## src/rtl/dsw_pkg.sv

```systemverilog
package dsw_pkg;
  typedef enum logic [1:0] {
    DSW_IDLE = 2'd0,
    DSW_WAIT = 2'd1,
    DSW_RUN  = 2'd2,
    DSW_DONE = 2'd3
  } dsw_state_e;

  localparam int N_SRC = 2;
  localparam logic SRC_SOSC = 1'b0;
  localparam logic SRC_LPRC = 1'b1;
endpackage

```

## src/rtl/dsw_src_sel.sv

```systemverilog
module dsw_src_sel
  import dsw_pkg::*;
(
  input  logic             clk,
  input  logic             rst,
  input  logic             load_i,
  input  logic             cfg_src_i,
  input  logic [N_SRC-1:0] tick_vec_i,
  input  logic [N_SRC-1:0] ready_vec_i,
  output logic             pick_o,
  output logic             pick_ready_o,
  output logic             sel_tick_o,
  output logic             sel_ready_o
);
  logic src_q;

  always_ff @(posedge clk) begin
    if (rst)         src_q <= SRC_SOSC;
    else if (load_i) src_q <= cfg_src_i;
  end

  // source being chosen this cycle (entry) versus the one held during sleep
  assign pick_o       = load_i ? cfg_src_i : src_q;
  assign pick_ready_o = ready_vec_i[pick_o];
  assign sel_tick_o   = tick_vec_i[src_q];
  assign sel_ready_o  = ready_vec_i[src_q];
endmodule

```

## src/rtl/dsw_ctrl.sv

```systemverilog
module dsw_ctrl
  import dsw_pkg::*;
(
  input  logic             clk,
  input  logic             rst,
  input  logic             en_i,
  input  logic             entry_i,
  input  logic             exit_i,
  input  logic             pick_i,
  input  logic             pick_ready_i,
  input  logic             sel_tick_i,
  input  logic             sel_ready_i,
  input  logic             expire_i,
  output logic             arm_o,
  output logic             adv_o,
  output logic [N_SRC-1:0] req_o
);
  dsw_state_e state_q;
  logic       quiet;
  logic [N_SRC-1:0] req_q;
  logic [N_SRC-1:0] pick_hot;

  assign quiet = !en_i || exit_i;
  assign arm_o = !quiet && entry_i;
  assign adv_o = !quiet && !entry_i && (state_q == DSW_RUN) && sel_ready_i && sel_tick_i;

  generate
    for (genvar s = 0; s < N_SRC; s++) begin : g_hot
      assign pick_hot[s] = (pick_i == s[0]);
    end
  endgenerate

  always_ff @(posedge clk) begin
    if (rst) begin
      state_q <= DSW_IDLE;
      req_q   <= '0;
    end else if (quiet) begin
      state_q <= DSW_IDLE;
      req_q   <= '0;
    end else if (entry_i) begin
      state_q <= pick_ready_i ? DSW_RUN : DSW_WAIT;
      req_q   <= pick_ready_i ? '0 : pick_hot;
    end else begin
      case (state_q)
        DSW_WAIT: if (sel_ready_i) state_q <= DSW_RUN;
        DSW_RUN:  if (expire_i)    state_q <= DSW_DONE;
        default:  state_q <= state_q;
      endcase
    end
  end

  assign req_o = req_q;
endmodule

```

## src/rtl/dsw_count.sv

```systemverilog
module dsw_count #(
  parameter int CODE_W     = 5,
  parameter int TICK_SHIFT = 5
) (
  input  logic              clk,
  input  logic              rst,
  input  logic              clr_i,
  input  logic              adv_i,
  input  logic [CODE_W-1:0] code_i,
  output logic              expire_o,
  output logic              pulse_o
);
  localparam int CNT_W = TICK_SHIFT + (1 << CODE_W);

  logic [CODE_W-1:0] code_q;
  logic [CNT_W-1:0]  cnt_q;
  logic [CNT_W-1:0]  last;
  logic              pulse_q;

  assign last     = (CNT_W'(1) << (CNT_W'(code_q) + CNT_W'(TICK_SHIFT))) - CNT_W'(1);
  assign expire_o = adv_i && (cnt_q == last);

  always_ff @(posedge clk) begin
    if (rst) begin
      cnt_q  <= '0;
      code_q <= '0;
    end else if (clr_i) begin
      cnt_q  <= '0;
      code_q <= code_i;
    end else if (adv_i) begin
      cnt_q  <= cnt_q + CNT_W'(1);
    end
  end

  always_ff @(posedge clk) begin
    if (rst) pulse_q <= 1'b0;
    else     pulse_q <= expire_o;
  end

  assign pulse_o = pulse_q;
endmodule

```

## src/rtl/dsw_watchdog.sv

```systemverilog
module dsw_watchdog
  import dsw_pkg::*;
#(
  parameter int CODE_W     = 5,
  parameter int TICK_SHIFT = 5
) (
  input  logic              clk,
  input  logic              rst,
  input  logic              wdt_en_i,
  input  logic              clk_sel_i,
  input  logic [CODE_W-1:0] ps_code_i,
  input  logic              sleep_entry_i,
  input  logic              sleep_exit_i,
  input  logic              sosc_tick_i,
  input  logic              sosc_ready_i,
  input  logic              lprc_tick_i,
  input  logic              lprc_ready_i,
  output logic              sosc_req_o,
  output logic              lprc_req_o,
  output logic              timeout_o
);
  logic             arm, adv, expire;
  logic             pick, pick_ready, sel_tick, sel_ready;
  logic [N_SRC-1:0] req;
  logic [N_SRC-1:0] tick_vec, ready_vec;

  assign tick_vec  = {lprc_tick_i, sosc_tick_i};
  assign ready_vec = {lprc_ready_i, sosc_ready_i};

  dsw_src_sel u_sel (
    .clk(clk), .rst(rst), .load_i(arm), .cfg_src_i(clk_sel_i),
    .tick_vec_i(tick_vec), .ready_vec_i(ready_vec),
    .pick_o(pick), .pick_ready_o(pick_ready),
    .sel_tick_o(sel_tick), .sel_ready_o(sel_ready)
  );

  dsw_ctrl u_ctrl (
    .clk(clk), .rst(rst), .en_i(wdt_en_i), .entry_i(sleep_entry_i),
    .exit_i(sleep_exit_i), .pick_i(pick), .pick_ready_i(pick_ready),
    .sel_tick_i(sel_tick), .sel_ready_i(sel_ready), .expire_i(expire),
    .arm_o(arm), .adv_o(adv), .req_o(req)
  );

  dsw_count #(.CODE_W(CODE_W), .TICK_SHIFT(TICK_SHIFT)) u_cnt (
    .clk(clk), .rst(rst), .clr_i(arm), .adv_i(adv), .code_i(ps_code_i),
    .expire_o(expire), .pulse_o(timeout_o)
  );

  assign sosc_req_o = req[SRC_SOSC];
  assign lprc_req_o = req[SRC_LPRC];
endmodule

```

## config.mk

```make
export PLATFORM = sky130hd
export DESIGN_NAME = dsw_watchdog
export DESIGN_NICKNAME = d
export VERILOG_FILES = /design/src/rtl/dsw_pkg.sv /design/src/rtl/dsw_src_sel.sv /design/src/rtl/dsw_ctrl.sv /design/src/rtl/dsw_count.sv /design/src/rtl/dsw_watchdog.sv
export SDC_FILE = /design/constraint.sdc
export NUM_CORES = 1
export LEC_CHECK = 0
export ABC_AREA = 1
export BUFFER_PORTS_ARGS = -buffer_cell sky130_fd_sc_hd__buf_2
export CAP_MARGIN = 15
export CELL_PAD_IN_SITES_DETAIL_PLACEMENT = 1
export CELL_PAD_IN_SITES_GLOBAL_PLACEMENT = 1
export CORE_ASPECT_RATIO = 0.8
export CORE_MARGIN = 2
export CORE_UTILIZATION = 25
export CTS_CLUSTER_DIAMETER = 120
export CTS_CLUSTER_SIZE = 10
export DETAILED_ROUTE_END_ITERATION = 10
export GPL_ROUTABILITY_DRIVEN = 0
export PLACE_DENSITY_LB_ADDON = 0.05
export SYNTH_ARGS = -nofsm -noshare
export SYNTH_HDL_FRONTEND = slang
export SYNTH_SLANG_ARGS = --single-unit
```

## constraint.sdc

```tcl
create_clock -name clk -period 1.9 [get_ports clk]
set_input_delay 0.38 -clock clk [delete_from_list [all_inputs] [get_ports clk]]
set_output_delay 0.38 -clock clk [all_outputs]
set_load 0.05 [all_outputs]
```

# ---- Word-level counts from Yosys, hierarchy flattened
# Cells that the tools add are included.
dict set report totals {
  regBits 48
  wordCells 45
}
dict set report op_classes {
  addsub 3
  magnitude_cmp 2
  n_eq_ne 5
  shift 1
  mux 13
  bitwise 1
  reduce_logical 14
}
# operator n
set op_table {}
lappend op_table {{37-bit by 1-bit adder with 37-bit output (second input constant)} 1}
lappend op_table {{37-bit == test} 1}
lappend op_table {{1-bit by 37-bit left shift with 37-bit output (first input constant)} 1}
lappend op_table {{37-bit by 2-bit subtractor with 37-bit output (second input constant)} 1}
lappend op_table {{2-bit 2-to-1 mux} 5}
lappend op_table {{1-bit 2-to-1 mux} 7}
lappend op_table {{5-bit by 3-bit adder with 6-bit output (second input constant)} 1}
lappend op_table {{1-bit logical AND} 6}
lappend op_table {{1-bit by 2-bit < comparator with 1-bit output (second input constant)} 2}
lappend op_table {{2-bit case mux with 2 select lines} 1}
lappend op_table {{2-bit OR reduction} 2}
lappend op_table {{1-bit zero test} 3}
lappend op_table {{3-bit by 2-bit != test with 1-bit output (second input constant)} 1}
lappend op_table {{3-bit != test (second input constant)} 1}
lappend op_table {{3-bit AND reduction} 1}
lappend op_table {{3-bit nonzero test} 1}
lappend op_table {{2-bit by 1-bit == test with 1-bit output (second input constant)} 1}
lappend op_table {{2-bit == test (second input constant)} 1}
lappend op_table {{1-bit logical OR} 1}
lappend op_table {{1-bit NOT} 1}

# ---- Longest topological paths before layout
# Gate-level depths: netlist (run 1).
dict set report logic_depth {
  ltp_word 11
  ltp_mapped 19
  mapped_depth_nobuf 19
}

# ---- Cells and area by module
# From an unflattened synthesis (run 1), not the netlist that was laid out.
dict set report unflattened {
  hier_cells 680
  hier_area_um2 4174.0
}
# module instances cells_per_inst area_per_inst_um2 seq_area_each_um2
set modules_own_cells {}
lappend modules_own_cells {dsw_count 1 626 3827.4 860.8}
lappend modules_own_cells {dsw_ctrl 1 35 255.2 80.1}
lappend modules_own_cells {dsw_src_sel 1 19 91.3 20.0}

# ---- Worst setup path after synthesis (run 1)
# OpenSTA, ideal clock, no wires.
dict set report synth_path {
  path_kind {input-to-reg}
  start {input port sleep_entry_i}
  end {register u_cnt.cnt_q[31]}
  t_arrival_ns 1.962
  t_required_ns 1.785
  path_slack_ns -0.177
  stages 16
  n_path_buf 0
  cell_sequence {nor3_1 nand2_1 nor2_2 inv_2 nor2_1 inv_1 nor3_2 inv_1 nor2_1 inv_1 nor3_2 nand3_1 nor2_1 nand3_1 nand2_1 nor2_1}
}
dict set report synth_between {
  elab_chain_cells 5
  word_cells_on_any_way 7
}
# item line_no
set synth_lines {}
lappend synth_lines {{start: declaration} dsw_watchdog.sv:12} ;# input logic sleep_entry_i,
lappend synth_lines {{1-bit zero test} dsw_ctrl.sv:25} ;# assign adv_o = !quiet && !entry_i && (state_q == DSW_RUN) && sel_ready_i && sel_tick_i;
lappend synth_lines {{1-bit logical AND (4 in a row)} dsw_ctrl.sv:25}
lappend synth_lines {{end signal: assignment} dsw_count.sv:31} ;# cnt_q <= cnt_q + CNT_W'(1);
lappend synth_lines {{end: declaration} dsw_count.sv:16} ;# logic [CNT_W-1:0] cnt_q;
# Parallel ways exist; a longest one is shown, timed or not.
# A chain may end at the register's enable or synchronous reset.

# ---- Worst setup path after layout (run 1)
dict set report layout_path {
  start {register u_cnt.code_q[0]}
  end {register u_ctrl.state_q[1]}
}
dict set report layout_between {
  elab_chain_cells 7
}
# item line_no
set layout_lines {}
lappend layout_lines {{start: declaration} dsw_count.sv:15} ;# logic [CODE_W-1:0] code_q;
lappend layout_lines {{start signal: assignment} dsw_count.sv:29} ;# code_q <= code_i;
lappend layout_lines {{5-bit by 3-bit adder with 6-bit output} dsw_count.sv:20} ;# assign last = (CNT_W'(1) << (CNT_W'(code_q) + CNT_W'(TICK_SHIFT))) - CNT_W'(1);
lappend layout_lines {{1-bit by 37-bit left shift with 37-bit output} dsw_count.sv:20}
lappend layout_lines {{37-bit by 2-bit subtractor with 37-bit output} dsw_count.sv:20}
lappend layout_lines {{37-bit == test} dsw_count.sv:21} ;# assign expire_o = adv_i && (cnt_q == last);
lappend layout_lines {{1-bit logical AND} dsw_count.sv:21}
lappend layout_lines {{3-bit != test (no line)} -}
lappend layout_lines {{3-bit AND reduction (no line)} -}
lappend layout_lines {{end signal: assignment} dsw_ctrl.sv:41} ;# state_q <= pick_ready_i ? DSW_RUN : DSW_WAIT;
lappend layout_lines {{end signal: assignment} dsw_ctrl.sv:47} ;# default: state_q <= state_q;
lappend layout_lines {{end: declaration} dsw_ctrl.sv:18} ;# dsw_state_e state_q;
# No other way between the ends.

==> results of run 1 <==
[worst reg2reg max path: stages, from the launching register on]
cell	delay (ns)
dfxtp_4	0.41
nor2_4	0.17
nand4_1	0.22
buf_4	0.22
xor2_2	0.15
and2_4	0.18
nor2_4	0.09
nand2_1	0.06
nor2_1	0.10
nand2_1	0.05
nor2_1	0.09
nand3_1	0.11
nor2_4	0.14
nand3_4	0.11
nand2_4	0.09
nand2_2	0.06
a21oi_2	0.11
[cell usage in the layout, fill, tap and decap left out, types with 19 or more instances in the layout]
master,count
buf_4,167
inv_1,86
a21oi_1,33
nand2_1,121
nand4_1,22
nor2_4,19
nand2_2,20
nand3_1,39
o21ai_0,19
nor2_1,66
nor3_1,24
dfxtp_1,42
xor2_1,26
nor2_2,21
[final cells by class]
class | count | share of cell area
well taps | 210 | 0.0417
clock buffers | 5 | 0.0199
clock inverters | 3 | 0.00715
repair buffers | 192 | 0.231
inverters | 97 | 0.0629
multi-input cells | 503 | 0.482
flip-flops and latches | 48 | 0.155
[flip-flops by register name, indices dropped and copies added, names as in the netlist]
| register | count |
|---|---|
| u_cnt.pulse_o | 1 |
| u_cnt.cnt_q | 37 |
| u_cnt.code_q | 5 |
| u_sel.src_q | 1 |
| u_ctrl.state_q | 2 |
| u_ctrl.req_o | 2 |
[cells by family (layout without fill, tap and decap cells)]
kind of cell | count (synthesis) | in the layout | synth area share
compound gates | 81 | 81 | 0.109
other cells | 1 | 2 | 0.000957
flops | 48 | 48 | 0.245
simple gates | 384 | 384 | 0.450
xor+xnor | 33 | 33 | 0.0773
mux | 1 | 1 | 0.00256
buf+inv | 108 | 297 | 0.109
fa+ha+maj | 2 | 2 | 0.00639
[report_power, final]
group	total, µW	leakage (µW)	internal (µW)	switching [µW]
clock	1080	0.0000847	629	455
sequential	1030	0.000391	1010	16.5
combinational	672	0.00217	298	373
[stage by stage]
stage	instances	instance area, µm²	setup WS (ns)	hold slack, ns	setup TNS, ns
floorplan	659	4090	-0.101	0.445	-0.251
global placement	1034	5570	-0.597	0.451	-9.81
detailed placement	1034	5570	-0.662	0.461	-11.49
CTS	1055	6140	-0.482	0.256	-4.44
global route	1058	6300	-0.705	0.265	-11.71
finish	1058	6300	-0.517	0.262	-5.39
[repair_timing]
action | CTS | global route
pin swaps | 46 | 30
resized for setup | 80 | 38
endpoints found under the setup margin | 26 | 32
buffers inserted | 13 | 3
[worst max path at each step]
stage,end,slack (ns),depth (start not counted)
CTS,u_ctrl.state_q[0]$_SDFFE_PP0P_,-0.48,13
finish,u_ctrl.state_q[1]$_SDFFE_PP0P_,-0.52,16
detailed placement,u_ctrl.state_q[0]$_SDFFE_PP0P_,-0.66,17
global placement,u_ctrl.state_q[0]$_SDFFE_PP0P_,-0.60,17
floorplan,u_cnt.cnt_q[22]$_SDFFE_PP0P_,-0.10,16
global route,u_ctrl.state_q[1]$_SDFFE_PP0P_,-0.71,16
[metal layers]
metal  global-route usage  routed length [µm]
met1                0.309                8840
met2                0.354                7630
met3               0.0264                 562
met4               0.0333                 141
met5                    0                   0
==> summary.md, run 1 <==
| Metric | Value |
|---|---|
| Outcome | `finished, violations left` |
| Failing checks | `negative setup slack` |
| Leakage dissipation | `0.00265 µW` |
| Wire length of the first global-routing pass | `27,600 µm` |
| Post-DP HPWL | `14,000 µm` |
| RR Endpoint | `u_ctrl.state_q[1]$_SDFFE_PP0P_` |
| WL/cell | `16.2 µm` |
| # setup viols final | `24` |
| I/O Buffers | `17` |
| Fin. max-slew vios | `0` |
| R2R Path Start | `u_cnt.code_q[0]$_SDFFE_PP0P_` |
| Slowest-stage cell, CP | `dfxtp_4` |
| Pwr Total | `2780 µW` |
| Core ar. | `15,200 µm²` |
| Grt total ovfl | `0` |
| Routed Antenna Nets | `0` |
| Worst vdd ir | `0.429 mV` |
| Total I/O pin count | `18` |
| Most used DFF post-synth | `dfxtp_1` |
| Number of synthesized flops with an enable pin | `0` |
| Die area | `16,700 µm²` |
| Vias in the first global route | `5,233` |
| Fmax | `414 MHz` |
| Most common cell in the netlist | `nand2_1` |
| Fill cells | `1,968` |
| Delay-heaviest family, CP | `simple AND/OR/NAND/NOR gates` |
| Initial antenna violation count | `0` |
| Largest net degree at the start of global routing | `23` |
| Register area | `978 µm²` |
| Num rows | `40` |
| Crit path top cell by count | `nor2_4` |
| Area occupied by multi-input gates | `3040 µm²` |
| Flops & latches, synth | `48` |
| Number of max-cap violations | `0` |
| H-tree levels | `2` |
| Final WL | `17,200 µm` |
| Worst Path Required | `2.13 ns` |
| Die height | `116 µm` |
| Pwr Density | `442 nW/µm²` |
| Tcrit/Tclk final | `1.27` |
| Post-synth top area share | `0.245` |
| Max incr delay on CP | `0.41 ns` |
| HP Start | `rst` |
| Cell taking the most area after synthesis | `dfxtp_1` |
| WP data arrival | `2.65 ns` |
| Synthesized area | `3920 µm²` |
| Core Util, Final | `0.416` |
| Overall routing resource usage | `0.215` |
| Clock buffer depth | `2` |
| FFs w/ async S/R, synth | `0` |
| Synth Instances | `658` |
| Starting Density | `0.258` |
| RSZ-0062 raised after global routing | `yes` |
| # clock sinks | `48` |
| Tightest Hold Check Type | `in -> reg` |
| Clk slew on worst S/H paths | `0.07 ns` |
| CTS Buf Count | `5` |
| Worst setup slack after layout | `-0.517 ns` |
| Die width | `144 µm` |
| Sequential cell area fraction in the yosys report | `0.245` |
| CP max FO | `6` |
| Post-synth top cells | `nand2_1 (142), nor2_1 (93), inv_1 (92), nand3_1 (55), dfxtp_1 (48)` |
| Critical path start-end classification | `reg -> reg` |
| Via count | `4,891` |
| Post-DR vias/cell | `4.62` |
| Final min period | `2.42 ns` |
| DR iter-0 viols | `219` |
| CP startpoint kind | `flip-flop` |
| Worst Skew | `0.00678 ns` |
| Area Overhead vs Synth | `60.9%` |
| Nets | `864` |
| Worst-Margin Slew | `0.742 ns` |
| R2r setup slk | `-0.52 ns` |
| Critical-path cell list | `nor2_4 > nand4_1 > buf_4 > xor2_2 > and2_4 > nor2_4 > nand2_1 > nor2_1 > nand2_1 > nor2_1 > nand3_1 > nor2_4 > nand3_4 > nand2_4 > nand2_2 > a21oi_2` |
| CP bufs+invs | `1` |
| Drt pass-1 iters | `4` |
| Crit path from | `u_cnt.code_q[0]$_SDFFE_PP0P_` |
| Unique cell type count in the Yosys netlist | `38` |
| Syn avg cell area | `5.95 µm²` |
| Hold Violations, Final | `0` |
| CTS tree | `built` |
| Ant. Diodes | `0` |
| Share of cells above drive strength 1 | `0.388` |
| Reg2Reg Depth | `16` |
| Top cells by area, synth | `dfxtp_1 (25%), nand2_1 (14%), nor2_1 (8.9%)` |
| Hold_buf cts | `0` |
| DR DRC count | `0` |
| Yosys warnings | `0` |
| Worst Hold Path Cells | `2` |
| Endpoint class of the critical path | `flip-flop` |
| Root Buffer | `clkbuf_16` |
| Max-slew headroom | `0.501` |
| Later-pin clock latency in the skew report | `0.30 ns` |
| Hold worst-path end | `u_sel.src_q$_SDFF_PP0_` |
Power figures use the tool's default switching activity.
==> inputs of run 2 (changes only) <==
--- a/config.mk
+++ b/config.mk
@@ -18,6 +18,7 @@
 export DETAILED_ROUTE_END_ITERATION = 10
 export GPL_ROUTABILITY_DRIVEN = 0
 export PLACE_DENSITY_LB_ADDON = 0.05
+export SETUP_SLACK_MARGIN = 0.5
 export SYNTH_ARGS = -nofsm -noshare
 export SYNTH_HDL_FRONTEND = slang
 export SYNTH_SLANG_ARGS = --single-unit
==> constraint.sdc (replaced) <==
create_clock -name clk -period 2 [get_ports clk]
set_input_delay 0.4 -clock clk [delete_from_list [all_inputs] [get_ports clk]]
set_output_delay 0.4 -clock clk [all_outputs]
set_load 0.05 [all_outputs]
==> run 2 against run 1 <==
Against the previous run: the flow still finishes with violations (negative setup slack); global-route usage is 0.77 points lower; power is 3.9% lower; die area stayed put; sequential cell count stayed put; largest power group unchanged.
==> summary.md, run 2 (synthesized netlist as in run 1, its figures left out) <==
| Metric | Value |
|---|---|
| Outcome | `finished, violations left (unchanged)` |
| Failing checks | `negative setup slack (unchanged)` |
| Via count | `4,917 (was 4,891)` |
| Overall routing resource usage | `0.208 (was 0.215)` |
| I/O Buffers | `17 (unchanged)` |
| CP startpoint kind | `flip-flop (unchanged)` |
| Biggest register | `u_cnt.cnt_q (unchanged)` |
| Drt pass-1 iters | `4 (unchanged)` |
| Area Overhead vs Synth | `59.1% (was 60.9%)` |
| Routed Antenna Nets | `0 (unchanged)` |
| Clk slew on worst S/H paths | `0.08 ns (was 0.07 ns)` |
| Clock Power Share | `0.389 (was 0.390)` |
| Die area | `16,700 µm² (unchanged)` |
| Initial antenna violation count | `0 (unchanged)` |
| Largest net degree at the start of global routing | `23 (unchanged)` |
| Ant. Diodes | `0 (unchanged)` |
| CTS Buf Count | `5 (unchanged)` |
| Starting Density | `0.258 (unchanged)` |
| Core Util, Final | `0.411 (was 0.416)` |
| Post-DP HPWL | `13,700 µm (was 14,000 µm)` |
| Net Switching | `824 µW (was 845 µW)` |
| Switching share of power | `0.308 (was 0.304)` |
| R2R Path Start | `u_cnt.code_q[0]$_SDFFE_PP0P_ (unchanged)` |
| Clock buffer depth | `2 (unchanged)` |
| Dpl cells | `1,025 (was 1,034)` |
| R2r setup slk | `-0.44 ns (was -0.52 ns)` |
| WP data arrival | `2.67 ns (was 2.65 ns)` |
| Tcrit/Tclk final | `1.22 (was 1.27)` |
| Worst setup slack after layout | `-0.441 ns (was -0.517 ns)` |
| Combinational share of power | `0.246 (was 0.241)` |
| RSZ-0062 raised after global routing | `yes (unchanged)` |
| Post-DR vias/cell | `4.69 (was 4.62)` |
| Root Buffer | `clkbuf_16 (unchanged)` |
| # clock sinks | `48 (unchanged)` |
| Max FFs per register | `37 (unchanged)` |
| Endpoint class of the critical path | `flip-flop (unchanged)` |
| Share of cells above drive strength 1 | `0.384 (was 0.388)` |
| Worst vdd ir | `0.337 mV (was 0.429 mV)` |
| # setup viols final | `10 (was 24)` |
| Worst Skew | `0.00541 ns (was 0.00678 ns)` |
| Nets | `855 (was 864)` |
| Area occupied by multi-input gates | `3040 µm² (about the same)` |
| Total I/O pin count | `18 (unchanged)` |
| Top Registers | `u_cnt.cnt_q: 37 flops, u_cnt.code_q: 5 flops (unchanged)` |
| Vias in the first global route | `5,103 (was 5,233)` |
| Num rows | `40 (unchanged)` |
| Die width | `144 µm (unchanged)` |
| Commonest non-fill, non-tap cell in the layout | `buf_4 (unchanged)` |
| Number of max-cap violations | `0 (unchanged)` |
| Area post-placement | `5530 µm² (was 5570 µm²)` |
| Worst Path Required | `2.23 ns (was 2.13 ns)` |
| Fin cells | `1,049 (was 1,058)` |
| Crit path from | `u_cnt.code_q[0]$_SDFFE_PP0P_ (unchanged)` |
| Die height | `116 µm (unchanged)` |
| Fin area | `6230 µm² (was 6300 µm²)` |
| Wire length of the first global-routing pass | `26,800 µm (was 27,600 µm)` |
| H-tree levels | `2 (unchanged)` |
| Grt total ovfl | `0 (unchanged)` |
| Fmax | `410 MHz (was 414 MHz)` |
| Core ar. | `15,200 µm² (unchanged)` |
| HP Start | `rst (unchanged)` |
| Hold Violations, Final | `0 (unchanged)` |
| Pwr Density | `429 nW/µm² (was 442 nW/µm²)` |
| Later-pin clock latency in the skew report | `0.30 ns (about the same)` |
| Final min period | `2.44 ns (was 2.42 ns)` |
| CP max FO | `6 (unchanged)` |
| Fin. max-slew vios | `0 (unchanged)` |
| Sequential Power Share | `0.364 (was 0.369)` |
| Int Pwr | `1850 µW (was 1940 µW)` |
| WL/cell | `16.1 µm (was 16.2 µm)` |
| Final WL | `16,900 µm (was 17,200 µm)` |
| DR iter-0 viols | `237 (was 219)` |
| DR DRC count | `0 (unchanged)` |
| Most frequent cells in the layout | `buf_4 (156), nand2_1 (120), inv_1 (88), nor2_1 (63), dfxtp_1 (40) (was buf_4 (167), nand2_1 (121), inv_1 (86), nor2_1 (66), dfxtp_1 (42))` |
| Fill cells | `1,980 (was 1,968)` |
| Register area | `981 µm² (was 978 µm²)` |
| Critical path start-end classification | `reg -> reg (unchanged)` |
| Leakage dissipation | `0.00265 µW (about the same)` |
| Tightest Hold Check Type | `in -> reg (unchanged)` |
| CTS tree | `built (unchanged)` |
==> run 2: final cells by class <==
| type | count | share of cell area |
|---|---|---|
| repair buffers | 183 | 0.222 |
| multi-input cells | 503 | 0.487 |
| clock buffers | 5 | 0.0201 |
| well taps | 210 | 0.0422 |
| inverters | 97 | 0.0633 |
| clock inverters | 3 | 0.00743 |
| flip-flops and latches | 48 | 0.157 |
==> run 2: final timing paths <==
check                                   endpoint  cells past startpoint
hold reg to reg     u_ctrl.req_o[0]$_SDFFE_PP0P_                      2
hold / removal            u_sel.src_q$_SDFF_PP0_                      2
setup reg to reg  u_ctrl.state_q[1]$_SDFFE_PP0P_                     16
setup / recovery  u_ctrl.state_q[1]$_SDFFE_PP0P_                     16
==> run 2: what timing repair did <==
action | CTS | global route
endpoints found under the setup margin | 36 | 36
pin swaps | 27 | 35
setup buffers | 9 | 7
resized for setup | 48 | 64
hold buffers | 0 | 0
==> run 2: through the flow <==
| step | hold slack [ns] | worst slack (ns) | total power (µW) | setup TNS [ns] |
|---|---|---|---|---|
| final | 0.291 | -0.441 | 2680 | -1.87 |
| after global placement | 0.451 | -0.708 | 1540 | -7.30 |
| after global routing | 0.286 | -0.614 | 2800 | -6.73 |
| after detailed placement | 0.463 | -0.801 | 1550 | -7.93 |
| after CTS | 0.278 | -0.445 | 2640 | -2.03 |
| after floorplan | 0.457 | -0.0158 | 1280 | -0.0301 |
==> run 2: power by group through the flow <==
stage | Sequential (µW) | Combinational [µW] | Clock [µW]
after floorplan | 995 | 290 | 0
after global placement | 996 | 540 | 0
after detailed placement | 997 | 553 | 0
after CTS | 975 | 592 | 1070
after global routing | 976 | 720 | 1100
final | 975 | 659 | 1040
==> run 2: routing by layer <==
| layer | track usage | share of wire | up-vias |
|---|---|---|---|
| li1 | - | - | 2487 |
| met1 | 0.301 | 0.52 | 2372 |
| met2 | 0.336 | 0.45 | 47 |
| met3 | 0.0227 | 0.021 | 11 |
| met4 | 0.0386 | 0.0092 | 0 |
| met5 | 0 | 0 | - |
==> run 2: critical path, stage by stage, from the launching register on <==
cell and delay (ns):
dfxtp_4 0.39, nand2_4 0.12, nand2_4 0.07, buf_4 0.14, nand3_2 0.06, nand2_2 0.11, o21ai_1 0.21, nand2_2 0.12
nor2_4 0.14, nand3_2 0.09, buf_4 0.14, o211ai_1 0.19, nor3_1 0.08, buf_4 0.14, nand3_4 0.12, nand3_1 0.09
a21oi_1 0.16
